===== src/rtl/chr_bank_pkg.sv =====
package chr_bank_pkg;

  typedef enum logic [1:0] {
    SUB_1K    = 2'd0,
    SUB_2K    = 2'd1,
    SUB_OUTER = 2'd2,
    SUB_ALT   = 2'd3
  } submap_e;

  localparam logic [15:0] REG_MASK  = 16'h831F;
  localparam logic [15:0] REG_MATCH = 16'h8310;

  // registers feeding the four 2 KiB slots, in slot order
  function automatic logic [2:0] slot2k_reg(input logic [1:0] slot);
    case (slot)
      2'd0:    return 3'd0;
      2'd1:    return 3'd1;
      2'd2:    return 3'd6;
      default: return 3'd7;
    endcase
  endfunction

  function automatic logic live_2k(input logic [2:0] idx);
    return (idx == 3'd0) || (idx == 3'd1) || (idx == 3'd6) || (idx == 3'd7);
  endfunction

endpackage


===== src/rtl/chr_bank_wdec.sv =====
module chr_bank_wdec
  import chr_bank_pkg::*;
#(
  parameter int NUM_REGS = 8,
  localparam int IDX_W = $clog2(NUM_REGS)
) (
  input  logic [15:0]         cpu_addr_i,
  input  logic                cpu_wr_i,
  input  logic [1:0]          submap_i,
  output logic [NUM_REGS-1:0] we_o
);
  logic             win_hit;
  logic [3:0]       off;
  logic [IDX_W-1:0] idx;
  logic             live;

  assign off     = cpu_addr_i[3:0];
  assign idx     = off[IDX_W-1:0];
  assign win_hit = ((cpu_addr_i & REG_MASK & ~16'h000F) == REG_MATCH) && !off[3];

  always_comb begin
    live = win_hit;
    if (submap_e'(submap_i) == SUB_2K && !live_2k(off[2:0])) live = 1'b0;
  end

  for (genvar i = 0; i < NUM_REGS; i++) begin : g_we
    assign we_o[i] = cpu_wr_i && live && (idx == IDX_W'(i));
  end
endmodule


===== src/rtl/chr_bank_regs.sv =====
module chr_bank_regs #(
  parameter int NUM_REGS = 8,
  parameter int BANK_W   = 8
) (
  input  logic                               clk_i,
  input  logic                               rst_ni,
  input  logic [NUM_REGS-1:0]                we_i,
  input  logic [BANK_W-1:0]                  data_i,
  output logic [NUM_REGS-1:0][BANK_W-1:0]    bank_o
);
  always_ff @(posedge clk_i or negedge rst_ni) begin
    if (!rst_ni) begin
      bank_o <= '0;
    end else begin
      for (int i = 0; i < NUM_REGS; i++) begin
        if (we_i[i]) bank_o[i] <= data_i;
      end
    end
  end
endmodule


===== src/rtl/chr_bank_xlat.sv =====
module chr_bank_xlat
  import chr_bank_pkg::*;
#(
  parameter int NUM_REGS = 8,
  parameter int BANK_W   = 8,
  parameter int OUTER_W  = 2,
  localparam int PAGE_W  = 10,
  localparam int VA_W    = PAGE_W + $clog2(NUM_REGS),
  localparam int ROM_AW  = OUTER_W + BANK_W + PAGE_W
) (
  input  logic [NUM_REGS-1:0][BANK_W-1:0] bank_i,
  input  logic [VA_W-1:0]                 ppu_addr_i,
  input  logic [1:0]                      submap_i,
  input  logic [OUTER_W-1:0]              outer_bank_i,
  output logic [ROM_AW-1:0]               rom_addr_o
);
  logic [BANK_W-1:0] sel_1k;
  logic [BANK_W-1:0] sel_2k;

  assign sel_1k = bank_i[ppu_addr_i[VA_W-1:PAGE_W]];
  assign sel_2k = bank_i[slot2k_reg(ppu_addr_i[VA_W-1:VA_W-2])];

  always_comb begin
    case (submap_e'(submap_i))
      SUB_2K:    rom_addr_o = {{(OUTER_W-1){1'b0}}, sel_2k, ppu_addr_i[PAGE_W:0]};
      SUB_OUTER: rom_addr_o = {outer_bank_i, sel_1k, ppu_addr_i[PAGE_W-1:0]};
      default:   rom_addr_o = {{OUTER_W{1'b0}}, sel_1k, ppu_addr_i[PAGE_W-1:0]};
    endcase
  end
endmodule


===== src/rtl/chr_bank_sel.sv =====
module chr_bank_sel #(
  parameter int NUM_REGS = 8,
  parameter int BANK_W   = 8,
  parameter int OUTER_W  = 2,
  localparam int PAGE_W  = 10,
  localparam int VA_W    = PAGE_W + $clog2(NUM_REGS),
  localparam int ROM_AW  = OUTER_W + BANK_W + PAGE_W
) (
  input  logic               clk_i,
  input  logic               rst_ni,
  input  logic [15:0]        cpu_addr_i,
  input  logic [BANK_W-1:0]  cpu_data_i,
  input  logic               cpu_wr_i,
  input  logic [VA_W-1:0]    ppu_addr_i,
  input  logic [1:0]         submap_i,
  input  logic [OUTER_W-1:0] outer_bank_i,
  output logic [ROM_AW-1:0]  rom_addr_o
);
  logic [NUM_REGS-1:0]             reg_we;
  logic [NUM_REGS-1:0][BANK_W-1:0] bank_q;

  chr_bank_wdec #(.NUM_REGS(NUM_REGS)) u_wdec (
    .cpu_addr_i (cpu_addr_i),
    .cpu_wr_i   (cpu_wr_i),
    .submap_i   (submap_i),
    .we_o       (reg_we)
  );

  chr_bank_regs #(.NUM_REGS(NUM_REGS), .BANK_W(BANK_W)) u_regs (
    .clk_i  (clk_i),
    .rst_ni (rst_ni),
    .we_i   (reg_we),
    .data_i (cpu_data_i),
    .bank_o (bank_q)
  );

  chr_bank_xlat #(.NUM_REGS(NUM_REGS), .BANK_W(BANK_W), .OUTER_W(OUTER_W)) u_xlat (
    .bank_i       (bank_q),
    .ppu_addr_i   (ppu_addr_i),
    .submap_i     (submap_i),
    .outer_bank_i (outer_bank_i),
    .rom_addr_o   (rom_addr_o)
  );
endmodule


===== config.mk =====
export PLATFORM = sky130hd
export DESIGN_NAME = chr_bank_sel
export DESIGN_NICKNAME = d
export VERILOG_FILES = /design/src/rtl/chr_bank_pkg.sv /design/src/rtl/chr_bank_wdec.sv /design/src/rtl/chr_bank_regs.sv /design/src/rtl/chr_bank_xlat.sv /design/src/rtl/chr_bank_sel.sv
export SDC_FILE = /design/constraint.sdc
export NUM_CORES = 1
export LEC_CHECK = 0
export BUFFER_PORTS_ARGS = -buffer_cell sky130_fd_sc_hd__buf_2
export CAP_MARGIN = 25
export CORE_MARGIN = 2
export CORE_UTILIZATION = 45
export CTS_CLUSTER_DIAMETER = 50
export DETAILED_ROUTE_END_ITERATION = 12
export PLACE_DENSITY_LB_ADDON = 0.25
export SYNTH_ARGS = -nofsm -noshare
export SYNTH_HDL_FRONTEND = slang
export SYNTH_SLANG_ARGS = --single-unit

===== constraint.sdc =====
create_clock -name clk_i -period 2.2 [get_ports clk_i]
set_clock_uncertainty 0.1 [all_clocks]
set_input_delay 0.44 -clock clk_i [delete_from_list [all_inputs] [get_ports clk_i]]
set_output_delay 0.44 -clock clk_i [all_outputs]
set_load 0.03 [all_outputs]

==> out/results.ini <==
[logic_synthesis]
syn-mean-instance-area_sq_um = 14.3
synth_top_area_frac = 0.466
yosysSeqAreaShare = 0.466
ys_top_cells_by_count = mux2_2 (76), dfrtp_1 (64), mux4_2 (17)
synth_area_sq_um = 3440
netlist_instances = 240
async_flop_share = 1.00
yosysTopAreaCell = dfrtp_1
synth_warnings = 0
synth-edff-count = 0
synth_flop_cell = dfrtp_1
ys_seq_elements = 64
synth_cell_types = 32
syn_nets = 286
ys_top_cells_by_area = dfrtp_1 (47%), mux2_2 (25%), mux4_2 (11%)
synth.most_common_cell = mux2_2

[floorplanning]
io_pins = 64
die_h_microns = 91.4
die_area_sq_um = 8350
start_util = 0.469
core_area_sq_um = 7330
row_count = 31
dieWidth_microns = 91.4

[timing]
max_freq_ghz = 0.437
rsz0062_at_grt = yes
hold_ws_ns = -0.00736
setup_viol = 2
max-slew-margin-rel = 0.743
maxSlewViolCount = 0
max_slew.worst_pin.slew_ns = 0.376
period_share = 1.04
setup_tns_ns = -0.0988
min_period_ns = 2.29
hold_viol = 12
setup_ws_ns = -0.0878

[setup_path]
crit_path_end_kind = output port
slowest_stage = mux4_2
startpoint_type = register
path_buf_inv = 1
crit_fanout = 2
slowest_delay_ns = 0.47
critical_path.top_delay_family = multiplexers
cp_cell_sequence = mux4_2, nor2_2, nor3_1, o22a_2, buf_6
worst_ep_arrival_time_ns = 1.75
cp.required_ns = 1.66
critPathKind = reg -> out

[clock_network]
holdBufCountCts = 0
clock_path_buffers = 2
cts_made_buffers = 9
cts_root_buffer = clkbuf_8
cts_num_sinks = 64
clk_pin_slew_worst_paths_ns = 0.07
h-tree-depth = 3
cts_tree = built
clock_latency_ns = 0.34

[power]
power_density_nw_per_um2 = 636
p_leak_nw = 2.06
vdd_drop_max_mv = 0.325

[finish]
post_route_cells_drive_above_1_share = 0.676
regMostFlops = u_regs.bank_o
num-fill-cells = 589
nNetsFinal = 347
largest_reg_flops = 64
area_delta_synth_final_pct = 27.7
top_regs = u_regs.bank_o x64
instances_no_fill = 405
antenna_cells = 0

[routing]
route.detailed.drc = 0
postRouteAntennaNets = 0
routed_wl_microns = 8110
num_vias = 2259
drt-vias-per-instance = 5.58
drtIter0Drc = 138
routedWlPerCell_microns = 20.0
dr.pass1.iters = 4

[status]
status = finished with violations
failed_checks = negative hold slack, negative setup slack

[global_route]
grt_pass1_wl_microns = 12900
overflow = 0
grt_usage = 0.205
grt_pass1_vias = 2370
antenna_found_initial = 0
grt_max_degree = 65

[placement]
io_buffers = 35
hpwl_microns = 5310
dp_cells = 383
gp_congestion = 0.787

[run]
maxCapViolations = 0

[worst_hold_path]
hp-class = in -> async

## worst reg2reg max path: stages (launching register included)
cell,delay (ns)
dfrtp_1,0.39
buf_6,0.12
buf_4,0.12
mux2_2,0.25
## report_power, final
group / switching [mW] / leakage, nW / internal, mW / total (mW)
sequential: 0.0316 / 0.884 / 1.23 / 1.26
clock: 0.466 / 0.112 / 0.663 / 1.13
combinational: 0.201 / 1.06 / 0.204 / 0.405
## metal layers
layer  vias up  GRT usage  wire length (microns)
li1       1020          -                      -
met2        58      0.311                   3940
met4         0     0.0657                    123
met3        17     0.0556                    334
met1      1164      0.288                   3720
met5         -          0                      0
## cell families after synthesis
family,count (synthesis),synth area share
muxes,95,0.366
and+or+nand+nor,38,0.0823
AOI/OAI and AO/OA,17,0.0342
buffers and inverters,24,0.0437
adders and majority gates,2,0.00728
DFF,64,0.466
## layout by cell type, fill, tap and decap left out, types with 2 or more instances in the layout
cell type	netlist	layout
o31ai_4	0	4
inv_1	3	3
nor2_2	1	3
nor2b_1	2	2
o21ai_2	0	2
mux4_2	17	17
buf_12	0	7
dfrtp_1	64	64
nor3_2	2	2
nand3_1	2	2
o31ai_2	0	2
nand2_1	11	10
clkbuf_16	0	2
nor4_4	3	3
buf_6	0	8
mux2_2	76	76
clkinv_2	0	3
o22ai_1	6	6
buf_4	12	28
nor2_4	0	4
bufinv_16	0	2
clkbuf_8	0	10
mux2i_1	2	2
nor2_1	8	2
buf_2	4	25
nand2b_1	2	2
## per-stage QoR
step	setup WS (ns)	power [mW]	cell area (sq um)	utilization
after floorplan	0.0141	1.53	3520	-
after global placement	-0.100	1.64	3990	0.544
after detailed placement	-0.113	1.64	3990	0.544
after CTS	-0.117	2.77	4250	0.579
after global routing	-0.135	2.90	4390	0.599
final	-0.0878	2.79	4390	0.599
## area by class of cell
class,instances,area [sq um],share of cell area
sequential,64,1600,0.365
tap,99,124,0.0282
inverter,3,11.3,0.00257
timing repair buffer,71,623,0.142
multi-input combinational,152,1810,0.412
clock inverter,6,82.6,0.0188
clock buffer,10,138,0.0314
## repair_timing
item                       4_1_cts  5_1_grt
gates cloned                     0        2
resized for setup               11       21
pin swaps                        4        3
setup endpoints to repair        7        8
buffers inserted                 1        3
## worst paths after layout
path,startpoint,end,slack [ns],cells past startpoint
min in group clk_i,cpu_data_i[6],u_regs.bank_o[6],0.33,2
max in group asynchronous,rst_ni,u_regs.bank_o[61],1.70,2
min reg2reg,u_regs.bank_o[44],u_regs.bank_o[44],0.40,1
max,u_regs.bank_o[8],rom_addr_o[10],-0.09,5
min,rst_ni,u_regs.bank_o[62],-0.007,2
max reg2reg,u_regs.bank_o[8],u_regs.bank_o[8],1.10,3
Note: power is estimated with default switching activity, not from simulation.
